==> src/rtl/scc_pkg.sv <==
package scc_pkg;
  typedef enum logic [1:0] {
    MODE_RUN    = 2'b00,
    MODE_FULL   = 2'b01,
    MODE_PSEUDO = 2'b10
  } scc_mode_e;

  localparam int SEL_W      = 3;  // {pit, wdog, pll}
  localparam int SEL_PLL    = 0;
  localparam int SEL_WDOG   = 1;
  localparam int SEL_PIT    = 2;
  localparam int GATE_W     = 3;  // {dbg, bus, core}
endpackage

==> src/rtl/scc_mode_fsm.sv <==
module scc_mode_fsm
  import scc_pkg::*;
(
  input  logic      clk,
  input  logic      rst,
  input  logic      stop_req,
  input  logic      wake,
  input  logic      osc_ready,
  input  logic      pstop_en,
  input  logic      osc_en,
  output scc_mode_e state_q,
  output scc_mode_e state_d
);
  logic pend_q;
  logic req;
  logic want_pseudo;

  assign req         = stop_req | pend_q;
  assign want_pseudo = pstop_en & osc_en;

  always_comb begin
    state_d = state_q;
    unique case (state_q)
      MODE_RUN: begin
        if (req) begin
          if (!want_pseudo)   state_d = MODE_FULL;
          else if (osc_ready) state_d = MODE_PSEUDO;
        end
      end
      MODE_FULL, MODE_PSEUDO: begin
        if (wake) state_d = MODE_RUN;
      end
      default: state_d = MODE_RUN;
    endcase
  end

  always_ff @(posedge clk) begin
    if (rst) begin
      state_q <= MODE_RUN;
      pend_q  <= 1'b0;
    end else begin
      state_q <= state_d;
      pend_q  <= (state_q == MODE_RUN) && (state_d == MODE_RUN) && req;
    end
  end
endmodule

==> src/rtl/scc_gate_seq.sv <==
module scc_gate_seq
  import scc_pkg::*;
#(
  parameter int N_GATE = GATE_W
)(
  input  logic              clk,
  input  logic              rst,
  input  scc_mode_e         state_q,
  input  scc_mode_e         state_d,
  input  logic              osc_en,
  input  logic              wdog_en,
  input  logic              pit_en,
  output logic              pll_en,
  output logic              irc_en,
  output logic              xosc_en,
  output logic              reg_lowpwr,
  output logic [N_GATE-1:0] gates,
  output logic              wdog_run,
  output logic              pit_run
);
  logic run_next;
  logic run_both;

  assign run_next = (state_d == MODE_RUN);
  assign run_both = run_next && (state_q == MODE_RUN);

  always_ff @(posedge clk) begin
    if (rst) begin
      pll_en     <= 1'b1;
      irc_en     <= 1'b1;
      reg_lowpwr <= 1'b0;
      xosc_en    <= 1'b0;
      wdog_run   <= 1'b0;
      pit_run    <= 1'b0;
    end else begin
      pll_en     <= run_next;
      irc_en     <= run_next;
      reg_lowpwr <= !run_next;
      unique case (state_d)
        MODE_FULL:   xosc_en <= 1'b0;
        MODE_PSEUDO: xosc_en <= 1'b1;
        default:     xosc_en <= osc_en;
      endcase
      wdog_run <= (state_d != MODE_FULL) && wdog_en;
      pit_run  <= (state_d != MODE_FULL) && pit_en;
    end
  end

  for (genvar g = 0; g < N_GATE; g++) begin : g_gate
    always_ff @(posedge clk) begin
      if (rst) gates[g] <= 1'b1;
      else     gates[g] <= run_both;
    end
  end
endmodule

==> src/rtl/scc_sel_regs.sv <==
module scc_sel_regs
  import scc_pkg::*;
#(
  parameter int               N_SEL     = SEL_W,
  parameter logic [N_SEL-1:0] RST_VAL   = '0,
  parameter logic [N_SEL-1:0] FORCE_VAL = 3'b001
)(
  input  logic             clk,
  input  logic             rst,
  input  scc_mode_e        state_q,
  input  scc_mode_e        state_d,
  input  logic             wr,
  input  logic [N_SEL-1:0] wdata,
  output logic [N_SEL-1:0] sel
);
  logic force_now;
  logic load_now;

  assign force_now = (state_q == MODE_FULL) && (state_d == MODE_RUN);
  assign load_now  = (state_q == MODE_RUN) && wr;

  for (genvar b = 0; b < N_SEL; b++) begin : g_sel
    always_ff @(posedge clk) begin
      if (rst)            sel[b] <= RST_VAL[b];
      else if (force_now) sel[b] <= FORCE_VAL[b];
      else if (load_now)  sel[b] <= wdata[b];
    end
  end
endmodule

==> src/rtl/stop_clk_ctrl.sv <==
module stop_clk_ctrl
  import scc_pkg::*;
(
  input  logic       clk,
  input  logic       rst,
  input  logic       stop_req,
  input  logic       wake,
  input  logic       osc_ready,
  input  logic       cfg_pstop_en,
  input  logic       cfg_osc_en,
  input  logic       cfg_wdog_en,
  input  logic       cfg_pit_en,
  input  logic       cfg_wr,
  input  logic       cfg_pll_sel,
  input  logic       cfg_wdog_osc_sel,
  input  logic       cfg_pit_osc_sel,
  output logic [1:0] mode,
  output logic       pll_en,
  output logic       irc_en,
  output logic       xosc_en,
  output logic       reg_lowpwr,
  output logic       core_gate,
  output logic       bus_gate,
  output logic       dbg_gate,
  output logic       pll_sel,
  output logic       wdog_osc_sel,
  output logic       pit_osc_sel,
  output logic       wdog_run,
  output logic       pit_run
);
  scc_mode_e         st_q, st_d;
  logic [GATE_W-1:0] gates;
  logic [SEL_W-1:0]  sel_wdata, sel_q;

  scc_mode_fsm u_fsm (
    .clk(clk), .rst(rst), .stop_req(stop_req), .wake(wake),
    .osc_ready(osc_ready), .pstop_en(cfg_pstop_en), .osc_en(cfg_osc_en),
    .state_q(st_q), .state_d(st_d)
  );

  scc_gate_seq #(.N_GATE(GATE_W)) u_seq (
    .clk(clk), .rst(rst), .state_q(st_q), .state_d(st_d),
    .osc_en(cfg_osc_en), .wdog_en(cfg_wdog_en), .pit_en(cfg_pit_en),
    .pll_en(pll_en), .irc_en(irc_en), .xosc_en(xosc_en),
    .reg_lowpwr(reg_lowpwr), .gates(gates),
    .wdog_run(wdog_run), .pit_run(pit_run)
  );

  assign sel_wdata[SEL_PLL]  = cfg_pll_sel;
  assign sel_wdata[SEL_WDOG] = cfg_wdog_osc_sel;
  assign sel_wdata[SEL_PIT]  = cfg_pit_osc_sel;

  scc_sel_regs #(.N_SEL(SEL_W), .RST_VAL(3'b000), .FORCE_VAL(3'b001)) u_sel (
    .clk(clk), .rst(rst), .state_q(st_q), .state_d(st_d),
    .wr(cfg_wr), .wdata(sel_wdata), .sel(sel_q)
  );

  assign mode         = st_q;
  assign core_gate    = gates[0];
  assign bus_gate     = gates[1];
  assign dbg_gate     = gates[2];
  assign pll_sel      = sel_q[SEL_PLL];
  assign wdog_osc_sel = sel_q[SEL_WDOG];
  assign pit_osc_sel  = sel_q[SEL_PIT];
endmodule

==> config.mk <==
export PLATFORM = sky130hd
export DESIGN_NAME = stop_clk_ctrl
export DESIGN_NICKNAME = d
export VERILOG_FILES = /design/src/rtl/scc_pkg.sv /design/src/rtl/scc_mode_fsm.sv /design/src/rtl/scc_gate_seq.sv /design/src/rtl/scc_sel_regs.sv /design/src/rtl/stop_clk_ctrl.sv
export SDC_FILE = /design/constraint.sdc
export NUM_CORES = 1
export LEC_CHECK = 0
export ABC_AREA = 1
export CORE_MARGIN = 2
export CORE_UTILIZATION = 38
export DETAILED_ROUTE_END_ITERATION = 6
export GPL_ROUTABILITY_DRIVEN = 0
export PLACE_DENSITY = 0.76
export SETUP_SLACK_MARGIN = 0.1
export SLEW_MARGIN = 25
export SYNTH_ARGS = -nofsm -noshare
export SYNTH_HDL_FRONTEND = slang
export SYNTH_SLANG_ARGS = --single-unit
export TNS_END_PERCENT = 10
==> constraint.sdc <==
create_clock -name clk -period 2.2 [get_ports clk]
set_input_delay 0.22 -clock clk [delete_from_list [all_inputs] [get_ports clk]]
set_output_delay 0.22 -clock clk [all_outputs]
set_load 0.01 [all_outputs]
==> impl_metrics.toml <==
[status]
status = "complete, no violations"

[floorplanning]
ios = 27
start_util = 0.417
dieHeight_um = 42.5
core_area_um2 = 1350
floorplan.rows = 13
fp.dieW_um = 42.5
die-area_um2 = 1810

[global_route]
grt_util_all_layers = 0.141
grt_max_degree = 8
grt_pass1_vias = 468
grt_pass1_wl_um = 1900
antenna_found_initial = 0
overflow = 0

[power_and_ir_drop]
swShare = 0.283
p_leak_nw = 0.397
seqPwrFrac = 0.407
powerDensity_nw_per_um2 = 755
clock_power_share = 0.264
ir_drop_mv = 0.374
p_switching_uw = 182
p_int_uw = 463
p_comb_frac = 0.329

[cts]
cts_resized = 0
insertion_delay_ns = 0.27
cts.sinks = 12
postCtsHoldBufs = 0
cts_buffers = 3
cts_max_level = 1
cts_tree = "done"
clk_path_buf_depth = 2
clk_pin_slew_worst_paths_ns = 0.07
post_cts_buffers = 0
ctsRootBufferMaster = "clkbuf_4"

[yosys]
syn-num-nets = 91
synth_area_leaders = "dfxtp_1 43%, ha_1 13%, nand2_1 13%, inv_1 8.0%, buf_4 4.0%"
syn_avg_cell_area_um2 = 7.82
synth_warnings = 0
syn_area_um2 = 563
ys_seq_area_frac = 0.427
netlist.area_leader.share = 0.427
ys_seq_elements = 12
ys_types = 15
synth_area_leader_cell = "dfxtp_1"
syn_inst = 72

[timing]
period_needed_ns = 1.76
finClkSkew_ns = 0.00104
hold_viol = 0
relSlewSlack = 0.824
fin_setup_tns_ns = 0
rsz0062_at_grt = "no"
drv_slew = 0
setup_violations = 0
period_share = 0.799
hold_slack_ns = 0.471
fmax_mhz = 569
worst_pin_slew_ns = 0.263

[routing]
wirelength_um = 1090
num_vias = 525
drc = 0
wire_per_inst_um = 9.54
drt-vias-per-instance = 4.61
drtIter0Drc = 3
antenna_left = 0
first_pass_iters = 4

[final_layout]
filler_cell_count = 117
nNetsFinal = 119
finish.utilization = 0.634
final_area_um2 = 856
syn2layout_area_growth_pct = 52.0
drive_above_1_share = 0.0909
antenna_cells = 0

[setup_path]
end_kind = "register"
critPathRequiredTime_ns = 2.36
worstSetupPathType = "reg -> reg"
crit_path_start_kind = "register"
cp_max_fo = 5
crit_arrival_ns = 1.92

[min_path]
min_path_type = "reg -> reg"

[place]
dpl-instance-area_um2 = 820
portBuffers = 26
hpwl_um = 921

[run]
maxCapViolCount = 0
==> cell families (layout without fill, tap and decap cells) <==
kind of cell,count (synthesis),count (layout),synth area share
buffers and inverters,16,43,0.127
adders and majority gates,6,6,0.133
and+or+nand+nor,30,30,0.236
DFF,12,12,0.427
AOI/OAI and AO/OA,8,8,0.0778
==> placed cells by master, fill, tap and decap left out, types with 2 or more instances in the layout <==
cell	n
nand2_2	3
dfxtp_1	12
clkbuf_4	3
clkdlybuf4s50_1	26
nand3_1	2
a21oi_1	4
nor2_1	3
o21ai_0	2
inv_1	12
nor3b_1	2
nand2_1	19
ha_1	6
==> registers in the layout (all words and copies together) (netlist names) <==
name and flops:
u_fsm.pend_q 1, u_seq.xosc_en 1, u_seq.gates 1, u_seq.pit_run 1, u_seq.reg_lowpwr 1, u_seq.pll_en 1, u_sel.sel 3, u_seq.wdog_run 1
u_fsm.state_q 2
==> cell usage after synthesis (all sizes together) <==
library cell	number
ha	6
dfxtp	12
buf	3
nand3	2
a21oi	4
inv	13
nor2	4
a31o	1
o21ai	3
nor3b	2
nand2	22
==> final timing paths <==
check	start	to	slack [ns]	cells past startpoint
worst min register to register	u_sel.sel[2]$_SDFFE_PP0P_	u_sel.sel[2]$_SDFFE_PP0P_	0.47	2
worst max register to register	u_fsm.state_q[1]$_SDFF_PP0_	u_seq.xosc_en$_SDFF_PP0_	0.44	8
worst max-delay path	u_fsm.state_q[1]$_SDFF_PP0_	u_seq.xosc_en$_SDFF_PP0_	0.44	8
worst min-delay path	u_sel.sel[2]$_SDFFE_PP0P_	u_sel.sel[2]$_SDFFE_PP0P_	0.47	2
==> per-stage QoR <==
stage                     power [mW]  setup WS, ns  std cells
after floorplan                0.380         0.589         72
after global placement         0.479         0.382        110
after detailed placement       0.483         0.356        110
after CTS                      0.656         0.426        114
after global routing           0.691         0.253        114
final                          0.646         0.442        114
==> per-layer routing <==
metal,global-route usage,wire length [µm],vias to the layer above
met5,0,0,-
met4,0.0563,11,0
met3,0.0647,77,3
met2,0.243,559,17
met1,0.148,438,236
li1,-,-,269
==> power by group through the flow <==
stage          Sequential [mW]  Combinational (mW)  Clock, mW
6_report                 0.263               0.213      0.170
5_1_grt                  0.267               0.237      0.186
4_1_cts                  0.263               0.216      0.177
3_5_place_dp             0.268               0.215          0
3_3_place_gp             0.268               0.212          0
2_1_floorplan            0.280               0.100          0
==> cell type report <==
class                      instances  area (µm²)  share of cell area
timing repair buffer              26         260               0.304
sequential                        12         240               0.281
clock buffer                       4        36.3              0.0424
multi-input combinational         44         251               0.294
tap                               15        18.8              0.0219
inverter                          13        48.8              0.0570
==> critical path: stages (launching register included) <==
cell and delay, ns:
dfxtp_1 0.41, inv_1 0.09, ha_1 0.30, nand3_1 0.07
o21ai_1 0.08, nand2_1 0.12, ha_1 0.32, o21ai_0 0.19
a21oi_1 0.06
(Power assumes the default switching activity.)
